$ cat src/rtl/vt_pkg.sv
package vt_pkg;
  localparam int NUM_CHOICES = 2;
  localparam int IDX_YES     = 0;
  localparam int IDX_NO      = 1;
  localparam int CNT_W       = $clog2(NUM_CHOICES + 1);

  typedef struct packed {
    logic                   enrolled;
    logic [NUM_CHOICES-1:0] pick;
  } seat_state_t;
endpackage

$ cat src/rtl/vt_enrol_latch.sv
module vt_enrol_latch (
  input  logic clk,
  input  logic rst,
  input  logic win,
  input  logic press,
  output logic enrolled_q,
  output logic enrolled_d
);
  always_comb begin
    enrolled_d = enrolled_q;
    if (rst) begin
      enrolled_d = 1'b0;
    end else if (win && press) begin
      enrolled_d = 1'b1;
    end
  end

  always_ff @(posedge clk) begin
    enrolled_q <= enrolled_d;
  end
endmodule

$ cat src/rtl/vt_choice_latch.sv
module vt_choice_latch #(
  parameter int NUM = vt_pkg::NUM_CHOICES
) (
  input  logic           clk,
  input  logic           rst,
  input  logic           win,
  input  logic           enrolled_q,
  input  logic [NUM-1:0] press,
  output logic [NUM-1:0] pick_d
);
  logic [NUM-1:0] pick_q;

  for (genvar i = 0; i < NUM; i++) begin : g_pick
    always_comb begin
      pick_d[i] = pick_q[i];
      if (rst) begin
        pick_d[i] = 1'b0;
      end else if (win && enrolled_q && press[i]) begin
        pick_d[i] = 1'b1;
      end
    end

    always_ff @(posedge clk) begin
      pick_q[i] <= pick_d[i];
    end
  end
endmodule

$ cat src/rtl/vt_verdict.sv
module vt_verdict
  import vt_pkg::*;
(
  input  logic                   clk,
  input  seat_state_t            state_d,
  output logic                   enrolled_o,
  output logic [NUM_CHOICES-1:0] pick_o,
  output logic                   void_o
);
  logic [CNT_W-1:0]       n_picks;
  logic                   single;
  logic [NUM_CHOICES-1:0] pick_n;

  always_comb begin
    n_picks = '0;
    for (int i = 0; i < NUM_CHOICES; i++) begin
      n_picks = n_picks + CNT_W'(state_d.pick[i]);
    end
    single = (n_picks == CNT_W'(1));
    pick_n = single ? state_d.pick : '0;
  end

  always_ff @(posedge clk) begin
    enrolled_o <= state_d.enrolled;
    pick_o     <= pick_n;
    void_o     <= state_d.enrolled && !single;
  end
endmodule

$ cat src/rtl/voter_seat_latch.sv
module voter_seat_latch
  import vt_pkg::*;
(
  input  logic clk,
  input  logic sess_rst,
  input  logic acc_win,
  input  logic vote_win,
  input  logic btn_enrol,
  input  logic btn_yes,
  input  logic btn_no,
  output logic seat_enrolled,
  output logic seat_yes,
  output logic seat_no,
  output logic seat_void
);
  logic                   enr_q;
  logic                   enr_d;
  logic [NUM_CHOICES-1:0] press;
  logic [NUM_CHOICES-1:0] pick_d;
  logic [NUM_CHOICES-1:0] pick_o;
  seat_state_t            st_d;

  always_comb begin
    press          = '0;
    press[IDX_YES] = btn_yes;
    press[IDX_NO]  = btn_no;
    st_d.enrolled  = enr_d;
    st_d.pick      = pick_d;
  end

  vt_enrol_latch u_enrol (
    .clk        (clk),
    .rst        (sess_rst),
    .win        (acc_win),
    .press      (btn_enrol),
    .enrolled_q (enr_q),
    .enrolled_d (enr_d)
  );

  vt_choice_latch #(.NUM(NUM_CHOICES)) u_choice (
    .clk        (clk),
    .rst        (sess_rst),
    .win        (vote_win),
    .enrolled_q (enr_q),
    .press      (press),
    .pick_d     (pick_d)
  );

  vt_verdict u_verdict (
    .clk        (clk),
    .state_d    (st_d),
    .enrolled_o (seat_enrolled),
    .pick_o     (pick_o),
    .void_o     (seat_void)
  );

  assign seat_yes = pick_o[IDX_YES];
  assign seat_no  = pick_o[IDX_NO];
endmodule

$ cat config.mk
export PLATFORM = sky130hd
export DESIGN_NAME = voter_seat_latch
export DESIGN_NICKNAME = d
export VERILOG_FILES = /design/src/rtl/vt_pkg.sv /design/src/rtl/vt_enrol_latch.sv /design/src/rtl/vt_choice_latch.sv /design/src/rtl/vt_verdict.sv /design/src/rtl/voter_seat_latch.sv
export SDC_FILE = /design/constraint.sdc
export NUM_CORES = 1
export LEC_CHECK = 0
export BUFFER_PORTS_ARGS = -buffer_cell sky130_fd_sc_hd__buf_4
export CORE_AREA = 2 2 39 41
export DETAILED_ROUTE_END_ITERATION = 10
export DIE_AREA = 0 0 41 43
export HOLD_SLACK_MARGIN = 0.05
export PLACE_DENSITY = 0.39
export SETUP_SLACK_MARGIN = 0.5
export SLEW_MARGIN = 10
export SYNTH_ARGS = -nofsm -noshare
export SYNTH_HDL_FRONTEND = slang
export SYNTH_SLANG_ARGS = --single-unit
$ cat constraint.sdc
create_clock -name clk -period 1.1 [get_ports clk]
set_input_delay 0.22 -clock clk [delete_from_list [all_inputs] [get_ports clk]]
set_output_delay 0.22 -clock clk [all_outputs]
set_load 0.03 [all_outputs]
==> impl_metrics.csv, run 1 <==
group,metric,value,unit
outcome,status,"completed",
clocking,clock_sink_count,6,
logic_synthesis,synth.largest_area_cell,"dfxtp_1",
cells_and_area,final_cell_mix,"buf_4 (6), buf_6 (4), clkbuf_4 (3), dfxtp_4 (3)",
run,cap_violations,0,
placed_design,placed_cell_area,319.1,µm²
cells_and_area,final_common_cell,"buf_4",
timing,finalCritPeriodShare,90.03,%
logic_synthesis,yosys_warnings,0,
clocking,cts_root_buf,"clkbuf_4",
timing,setup_slack,0.1097,ns
cells_and_area,fin_cells,46,
worst_hold_path,whs_path_depth,2,
worst_hold_path,hold-path-endpoint,"u_verdict.void_o",
setup_path,path_cells,"buf_6",
power_and_ir_drop,p_leak,0.1446,nW
setup_path,ff2ff_setup_slack,0.19,ns
detailed_routing,wl_per_cell,8.783,µm
clocking,cts_buffers,3,
cells_and_area,drive_above_1_share,80.00,%
logic_synthesis,synth.top_cell.area_share,61.54,%
clocking,cts_hold_buf,0,
timing,setup_tns,0,ns
setup_path,crit_cells,1,
setup_path,arrival,0.77,ns
timing,skew,0.009624,ns
clocking,htreeDepth,1,
timing,worst_pin_slew,0.2130,ns
placed_design,place_inst,42,
cells_and_area,multi_input_area,100.1,µm²
setup_path,crit_fanout,4,
setup_path,start_kind,"flip-flop",
logic_synthesis,postSynthCellCount,16,
cells_and_area,fin_area,369.1,µm²
die,die_w,41,µm
timing,setup_viol,0,
detailed_routing,drt_wl_total,404,µm
cells_and_area,nFillCells,152,
detailed_routing,num_vias,162,
clocking,clk_pin_slew,0.05,ns
grt,antenna_found_initial,0,
die,start_util,14.10,%
cells_and_area,final-seq-area,132.6,µm²
setup_path,worstPathRequired,0.88,ns
worst_hold_path,hp-start,"sess_rst",
setup_path,r2r-end,"u_verdict.void_o",
detailed_routing,via_per_inst,3.522,
die,rows,14,
cells_and_area,fin_util,26.67,%
setup_path,regToRegStartpoint,"u_verdict.enrolled_o",
logic_synthesis,ys_top_cells_by_area,"dfxtp_1 (62%), a31oi_2 (13%), and2_2 (7.7%), nor2_1 (5.8%), nor3_2 (5.1%)",
timing,slew_headroom,85.80,%
placed_design,place_ws,0.1808,ns
grt,grt_max_degree,5,
grt,grt_overflow_total,0,
setup_path,cpMaxStageDelayCell,"dfxtp_4",
clocking,cts.path.max_buffers,2,
logic_synthesis,netlist-cell-type-count,7,
power_and_ir_drop,power,541.4,µW
setup_path,critical_path_class,"reg2out",
timing,rsz0062_at_grt,"true",
timing,max_freq,1010,MHz
clocking,tritoncts,"yes",
logic_synthesis,syn_nets,23,
logic_synthesis,avgSynthCellArea,12.20,µm²
grt,first_global_vias,180,
power_and_ir_drop,ir_drop,0.3906,mV
detailed_routing,drt_iter0_drc,0,
die,ioPinCount,11,
cells_and_area,n_antenna_cell,0,
placed_design,place_hpwl,299.5,µm
cells_and_area,final_nets,38,
placed_design,port_buffers,10,
setup_path,cp_num_buf_inv,1,
die,dieArea,1763,µm²
setup_path,slowest_delay,0.38,ns
logic_synthesis,ys_ff_latch,6,
clocking,clkLatencyLatePin,0.25,ns
worst_hold_path,hp-class,"in2reg",
setup_path,critPathTopFamily,"flip-flops",
timing,report.final.slew_viol_count,0,
power_and_ir_drop,p_per_area,1467,nW/µm²
grt,track_usage,6.627,%
detailed_routing,ant_nets,0,
grt,grt_pass1_wl,662,µm
setup_path,end_kind,"primary output",
setup_path,worstRegToRegCells,3,
detailed_routing,drt_pass1_iterations,1,
timing,hold_ws,0.1651,ns
placed_design,routabilityCongestion,0.7031,
detailed_routing,drc,0,
timing,period_minus_slack,0.9903,ns
die,core_area,1384,µm²
logic_synthesis,yosysSeqAreaShare,61.54,%
logic_synthesis,syn_area,195.2,µm²
die,chipHeight,43,µm
cells_and_area,syn2layout_area_growth,89.10,%
timing,finalHoldViolCount,0,
[flip-flops by register name, indices dropped and copies added (netlist names)]
signal and flops:
u_verdict.void_o 1, u_verdict.pick_o 2, u_verdict.enrolled_o 1, u_choice.pick_q 2
[logic make-up after synthesis]
logic type / count (synthesis) / share of synthesized area [%]
and+or+nand+nor: 6 / 18.59
xor gates and xnor gates: 1 / 4.488
DFF: 6 / 61.54
AOI/OAI and AO/OA: 3 / 15.38
[per-layer routing]
| layer | GRT usage (%) | up-vias | wire, µm | share of wire [%] |
|---|---|---|---|---|
| li1 | - | 83 | - | - |
| met1 | 5.145 | 73 | 134 | 33 |
| met2 | 9.063 | 6 | 245 | 61 |
| met3 | 3.141 | 0 | 24 | 5.9 |
| met4 | 10.00 | 0 | 0 | 0 |
| met5 | 0 | - | 0 | 0 |
[cell usage after synthesis]
library cell / instances
a31oi_2: 2
xor2_1: 1
nor2_1: 3
and2_2: 2
a21oi_1: 1
nor3_2: 1
dfxtp_1: 6
[power breakdown]
| part | internal [mW] | switching (mW) | leakage, nW |
|---|---|---|---|
| logic | 0.0422 | 0.0387 | 0.0781 |
| registers | 0.226 | 0.00943 | 0.0515 |
| clock network | 0.138 | 0.0872 | 0.0150 |
| total | 0.406 | 0.135 | 0.145 |
[final cells by class]
| type | count | share of cell area (%) |
|---|---|---|
| sequential | 6 | 35.93 |
| multi-input combinational | 10 | 27.12 |
| timing repair buffer | 10 | 24.41 |
| clock buffer | 4 | 7.119 |
| tap | 16 | 5.424 |
[worst max-delay path by stage]
stage	start	endpoint	slack [ns]
after floorplan	u_verdict.enrolled_o	u_verdict.pick_o[1]	0.22
after global placement	vote_win	u_verdict.pick_o[1]	0.19
after detailed placement	vote_win	u_verdict.pick_o[1]	0.18
after CTS	u_verdict.enrolled_o	seat_enrolled	0.1
after global routing	u_verdict.enrolled_o	seat_enrolled	0.08
final	u_verdict.enrolled_o	seat_enrolled	0.11
[timing repair]
item                       CTS  global route
buffers inserted             0             0
gates resized for setup      7             2
pin swaps                    1             2
setup endpoints to repair   10            10
cloned                       0             0
(Power assumes the default switching activity.)
==> run 2, diff against run 1 <==
BUFFER_PORTS_ARGS = not set   (was -buffer_cell sky130_fd_sc_hd__buf_4)
DONT_BUFFER_PORTS = 1   (was not set)
PLACE_DENSITY = 0.32   (was 0.39)
==> run 2 against run 1 <==
Compared with the run above:
- sequential share of layout area is 12 points higher
- register-to-register slack got worse by 0.02 ns
- die area did not move
- sequential power rose by 6%
- first-iteration DRC count up 7
- count of clock-buffer cells in the layout unchanged
- core utilization shrank 6.3 points
- combinational power shrank 70%
- maximum frequency is 6.2% higher
- clock power fell by 2%
- clock skew is 0.0028 ns higher
- critical path depth up 2
- highest routed layer unchanged
==> impl_metrics.csv, run 2 (synthesized netlist as in run 1, its figures left out) <==
group,metric,value,unit
timing,setup_viol,0,
clocking,cts_root_buf,"clkbuf_4",
setup_path,critical_path_class,"reg2reg",
timing,rsz0062_at_grt,"true",
power_and_ir_drop,power,494.1,µW
detailed_routing,wl_per_cell,10.11,µm
cells_and_area,n_antenna_cell,0,
timing,worst_pin_slew,0.2170,ns
placed_design,port_buffers,0,
detailed_routing,drt_pass1_iterations,2,
outcome,status,"completed",
clocking,clkLatencyLatePin,0.25,ns
setup_path,worstPathRequired,1.23,ns
cells_and_area,final_nets,29,
grt,grt_overflow_total,0,
placed_design,routabilityCongestion,0.6798,
grt,grt_max_degree,5,
timing,max_freq,1073,MHz
timing,finalHoldViolCount,0,
timing,period_minus_slack,0.9323,ns
cells_and_area,final_cell_mix,"dfxtp_4 (4), nor2_1 (3), clkbuf_4 (3)",
timing,setup_tns,0,ns
grt,track_usage,5.321,%
placed_design,place_ws,0.1694,ns
power_and_ir_drop,ir_drop,0.4832,mV
die,die_w,41,µm
power_and_ir_drop,p_per_area,1755,nW/µm²
cells_and_area,fin_util,20.34,%
grt,antenna_found_initial,0,
cells_and_area,final-seq-area,135.1,µm²
die,rows,14,
run,cap_violations,0,
cells_and_area,nFillCells,150,
detailed_routing,drc,0,
detailed_routing,via_per_inst,3.459,
detailed_routing,drt_iter0_drc,7,
grt,grt_pass1_wl,545,µm
cells_and_area,drive_above_1_share,61.90,%
grt,first_global_vias,142,
cells_and_area,multi_input_area,92.59,µm²
detailed_routing,num_vias,128,
clocking,clk_pin_slew,0.05,ns
timing,hold_ws,0.02520,ns
die,start_util,14.10,%
setup_path,end_kind,"flip-flop",
setup_path,crit_fanout,4,
timing,slew_headroom,85.53,%
clocking,tritoncts,"yes",
timing,skew,0.01245,ns
timing,report.final.slew_viol_count,0,
clocking,cts.path.max_buffers,2,
detailed_routing,ant_nets,0,
die,chipHeight,43,µm
timing,finalCritPeriodShare,84.76,%
timing,setup_slack,0.1677,ns
power_and_ir_drop,p_leak,0.09742,nW
cells_and_area,top_regs,"u_choice.pick_q: 2 flops, u_verdict.pick_o: 2 flops",
clocking,cts_buffers,3,
die,dieArea,1763,µm²
clocking,clock_sink_count,6,
worst_hold_path,hp-class,"in2reg",
setup_path,arrival,1.06,ns
cells_and_area,final_common_cell,"dfxtp_4",
detailed_routing,drt_wl_total,374,µm
die,ioPinCount,11,
clocking,htreeDepth,1,
setup_path,start_kind,"flip-flop",
die,core_area,1384,µm²
cells_and_area,syn2layout_area_growth,44.23,%
## run 2: cell count changes in the layout (fill, tap and decap cells not counted)
cell	before	now
dfxtp_4	3	4
buf_6	4	0
nor2_2	2	0
buf_4	6	1
and2_2	0	2
and2_4	2	0
dfxtp_2	1	0
nor2_1	1	3
## run 2: worst paths after layout
check | depth (start not counted) | endpoint | startpoint | slack (ns)
min | 1 | u_verdict.void_o | sess_rst | 0.03
max reg2reg | 3 | u_verdict.pick_o[1] | u_verdict.enrolled_o | 0.17
max | 3 | u_verdict.pick_o[1] | u_verdict.enrolled_o | 0.17
min reg2reg | 2 | u_choice.pick_q[1] | u_choice.pick_q[1] | 0.53
## run 2: per-layer routing
metal  up-vias  global-route usage, %  share of wire [%]
met5         -                      0                  0
met4         0                  4.000                  0
met3         0                  4.712                 11
met2         6                  6.250                 50
met1        58                  5.788                 39
li1         64                      -                  -
## run 2: per-stage QoR
stage,instances,cell area (µm²)
global route,37,281.5
floorplan,16,224.0
CTS,37,279.0
detailed placement,32,244.0
finish,37,281.5
global placement,32,244.0
## run 2: final cells by class
class | count | share of cell area [%]
well taps | 16 | 7.111
multi-input cells | 10 | 32.89
flip-flops and latches | 6 | 48.00
repair buffers | 1 | 2.667
clock buffers | 4 | 9.333
## run 2: timing repair
item | CTS | global route
resized for setup | 1 | 1
buffers inserted | 1 | 0
hold endpoints to repair | 2 | 2
setup endpoints to repair | 10 | 10
## run 2: power by group
part           switching, mW  internal (mW)
combinational         0.0102         0.0138
clock                 0.0830          0.138
sequential            0.0246          0.225
## run 2: worst max-delay path, cell delays in order (launching register included)
cell	delay, ns
dfxtp_4	0.40
a31oi_4	0.16
nor2_1	0.06
and2_2	0.18
==> run 3, diff against run 2 <==
ABC_AREA = 1   (was not set)
PLACE_DENSITY = 0.34   (was 0.32)
clock period = 0.95 ns   (was 1.1 ns; I/O delays follow)
==> run 3 against run 2 <==
Compared with the run above:
- global-route usage increased by 2.8 points
- first-iteration DRC count decreased by 100%
- worst setup slack got worse by 0.15 ns
- synthesized cell count increased by 56%
- combinational power increased by 120%
- clock skew decreased by 0.012 ns
- clock power increased by 19%
- flip-flop and latch count unchanged
- sequential power increased by 12%
- core utilization increased by 3.6 points
- non-clock buffer count increased by 1
- worst hold slack got worse by 0.0025 ns
- largest cell class unchanged
==> impl_metrics.csv, run 3 <==
group,metric,value,unit
cells_and_area,fin_util,23.96,%
placed_design,routabilityCongestion,0.6157,
die,rows,14,
cells_and_area,fin_area,331.6,µm²
cells_and_area,nFillCells,169,
worst_hold_path,hp-start,"sess_rst",
timing,max_freq,1067,MHz
logic_synthesis,netlist-cell-type-count,10,
logic_synthesis,syn_area,214.0,µm²
setup_path,worstPathRequired,0.76,ns
power_and_ir_drop,p_switching,155.9,µW
clocking,cts_root_buf,"clkbuf_4",
clocking,clkLatencyLatePin,0.25,ns
cells_and_area,multi_input_area,105.1,µm²
logic_synthesis,postSynthCellCount,25,
worst_hold_path,hold-path-endpoint,"u_verdict.enrolled_o",
setup_path,cpMaxStageDelayCell,"dfxtp_4",
die,dieArea,1763,µm²
timing,finalCritPeriodShare,98.63,%
setup_path,critPathTopFamily,"flip-flops",
timing,rsz0062_at_grt,"true",
die,chipHeight,43,µm
cells_and_area,final_nets,39,
logic_synthesis,synth.largest_area_cell,"dfxtp_1",
timing,hold_ws,0.02273,ns
worst_hold_path,whs_path_depth,1,
die,start_util,15.46,%
setup_path,worstRegToRegCells,6,
placed_design,place_inst,42,
cells_and_area,n_antenna_cell,0,
placed_design,placed_cell_area,260.3,µm²
logic_synthesis,ys_top_cells_by_area,"dfxtp_1 (56%), inv_1 (12%), nand2_1 (7.0%), nor2_4 (5.3%), nand3_1 (4.7%)",
power_and_ir_drop,ir_drop,0.4667,mV
grt,grt_use_met2,11.88,%
detailed_routing,num_vias,173,
clocking,tritoncts,"yes",
clocking,cts_buffers,3,
setup_path,regToRegStartpoint,"u_verdict.enrolled_o",
die,ioPinCount,11,
grt,grt_pass1_wl,828,µm
grt,top_usage_layer,"met2",
die,core_area,1384,µm²
clocking,htreeDepth,1,
power_and_ir_drop,p_per_area,1803,nW/µm²
timing,setup_viol,0,
logic_synthesis,avgSynthCellArea,8.558,µm²
cells_and_area,top_regs,"u_choice.pick_q: 2 flops, u_verdict.pick_o: 2 flops",
power_and_ir_drop,p_leak,0.1480,nW
grt,antenna_found_initial,0,
detailed_routing,drc,0,
detailed_routing,ant_nets,0,
cells_and_area,fin_cells,47,
worst_hold_path,hp-class,"in2reg",
cells_and_area,final_cell_mix,"inv_1 (6), dfxtp_4 (4), nand2_2 (3), clkbuf_4 (3)",
clocking,clk_pin_slew,0.05,ns
power_and_ir_drop,switching_share,26.08,%
setup_path,arrival,0.75,ns
logic_synthesis,synth.top_cell.area_share,56.14,%
setup_path,slowest_delay,0.37,ns
timing,report.final.slew_viol_count,0,
power_and_ir_drop,power,597.9,µW
detailed_routing,drt_iter0_drc,0,
cells_and_area,drive_above_1_share,61.29,%
clocking,cts.path.max_buffers,2,
setup_path,crit_fanout,4,
timing,period_minus_slack,0.9370,ns
setup_path,critical_path_class,"reg2out",
logic_synthesis,synth-edff-count,0,
logic_synthesis,ys.flop_type,"dfxtp_1",
detailed_routing,drt_pass1_iterations,1,
grt,grt_max_degree,5,
detailed_routing,wl_per_cell,10.36,µm
setup_path,ff2ff_setup_slack,0.04,ns
setup_path,end_kind,"primary output",
placed_design,place_hpwl,305.5,µm
logic_synthesis,ys_ff_latch,6,
cells_and_area,final_common_cell,"inv_1",
outcome,status,"completed",
grt,met3_usage,9.424,%
die,die_w,41,µm
timing,skew,0.0003369,ns
logic_synthesis,yosys_warnings,0,
power_and_ir_drop,comb_power_share,9.1,%
setup_path,cp_num_buf_inv,1,
setup_path,start_kind,"flip-flop",
setup_path,r2r-end,"u_verdict.void_o",
timing,worst_pin_slew,0.1606,ns
cells_and_area,final-seq-area,135.1,µm²
power_and_ir_drop,seqPwrFrac,46.7,%
clocking,clock_sink_count,6,
placed_design,port_buffers,0,
timing,slew_headroom,89.28,%
run,cap_violations,0,
detailed_routing,via_per_inst,3.681,
cells_and_area,syn2layout_area_growth,54.97,%
grt,track_usage,8.133,%
logic_synthesis,synthTopCellsByCount,"inv_1 (7), dfxtp_1 (6), nand2_1 (4)",
logic_synthesis,synthArstFlopShare,0,%
detailed_routing,drt_wl_total,487,µm
logic_synthesis,yosysSeqAreaShare,56.14,%
logic_synthesis,syn_nets,32,
power_and_ir_drop,clkPwrFrac,44.2,%
grt,use_met1,6.109,%
power_and_ir_drop,p_int,441.9,µW
grt,grt_overflow_total,0,
setup_path,path_cells,"buf_6",
logic_synthesis,yosysMostFrequentCell,"inv_1",
timing,finalHoldViolCount,0,
grt,first_global_vias,186,
run 3: layout make-up:
class                           instances  area share, %
Sequential cell                         6          40.75
Multi-Input combinational cell         12          31.70
Clock buffer                            4          7.925
Inverter                                7          7.925
Tap cell                               16          6.038
Timing Repair Buffer                    2          5.660
run 3: worst max-delay path by stage:
stage	start	endpoint	slack (ns)	cells after the start
3_5_place_dp	u_verdict.enrolled_o	u_verdict.void_o	0.10	6
4_1_cts	u_verdict.enrolled_o	seat_enrolled	0.007	1
6_report	u_verdict.enrolled_o	seat_enrolled	0.01	1
5_1_grt	u_verdict.enrolled_o	seat_enrolled	-0.03	1
2_1_floorplan	u_verdict.enrolled_o	u_verdict.void_o	0.1	5
3_3_place_gp	u_verdict.enrolled_o	u_verdict.void_o	0.11	6
run 3: repair_timing:
action	in CTS	in global routing
setup buffers	1	0
endpoints found under the hold margin	1	1
pin swaps	3	2
endpoints found under the setup margin	10	10
gates resized for setup	8	2
run 3: cells by family after synthesis:
logic type	synth area share (%)
buffers and inverters	12.28
AO/OA/AOI/OAI	2.337
AND/OR/NAND/NOR	29.24
flip-flops	56.14
run 3: power by group through the flow:
stage / registers, mW / clock network (mW) / logic (mW)
after floorplan: 0.288 / 0 / 0.0248
after global placement: 0.284 / 0 / 0.0385
after detailed placement: 0.284 / 0 / 0.0386
after CTS: 0.279 / 0.279 / 0.0501
after global routing: 0.281 / 0.302 / 0.0595
final: 0.279 / 0.264 / 0.0542
run 3: per-stage QoR:
stage | worst slack (ns) | setup TNS, ns
2_1_floorplan | 0.09586 | 0
3_3_place_gp | 0.1056 | 0
3_5_place_dp | 0.1042 | 0
4_1_cts | 0.006961 | 0
5_1_grt | -0.02602 | -0.04614
6_report | 0.01297 | 0
run 3: per-layer routing:
metal  share of wire, %  vias to the layer above
li1                   -                       83
met1                 28                       84
met2                 62                        6
met3                9.9                        0
met4                  0                        0
met5                  0                        -
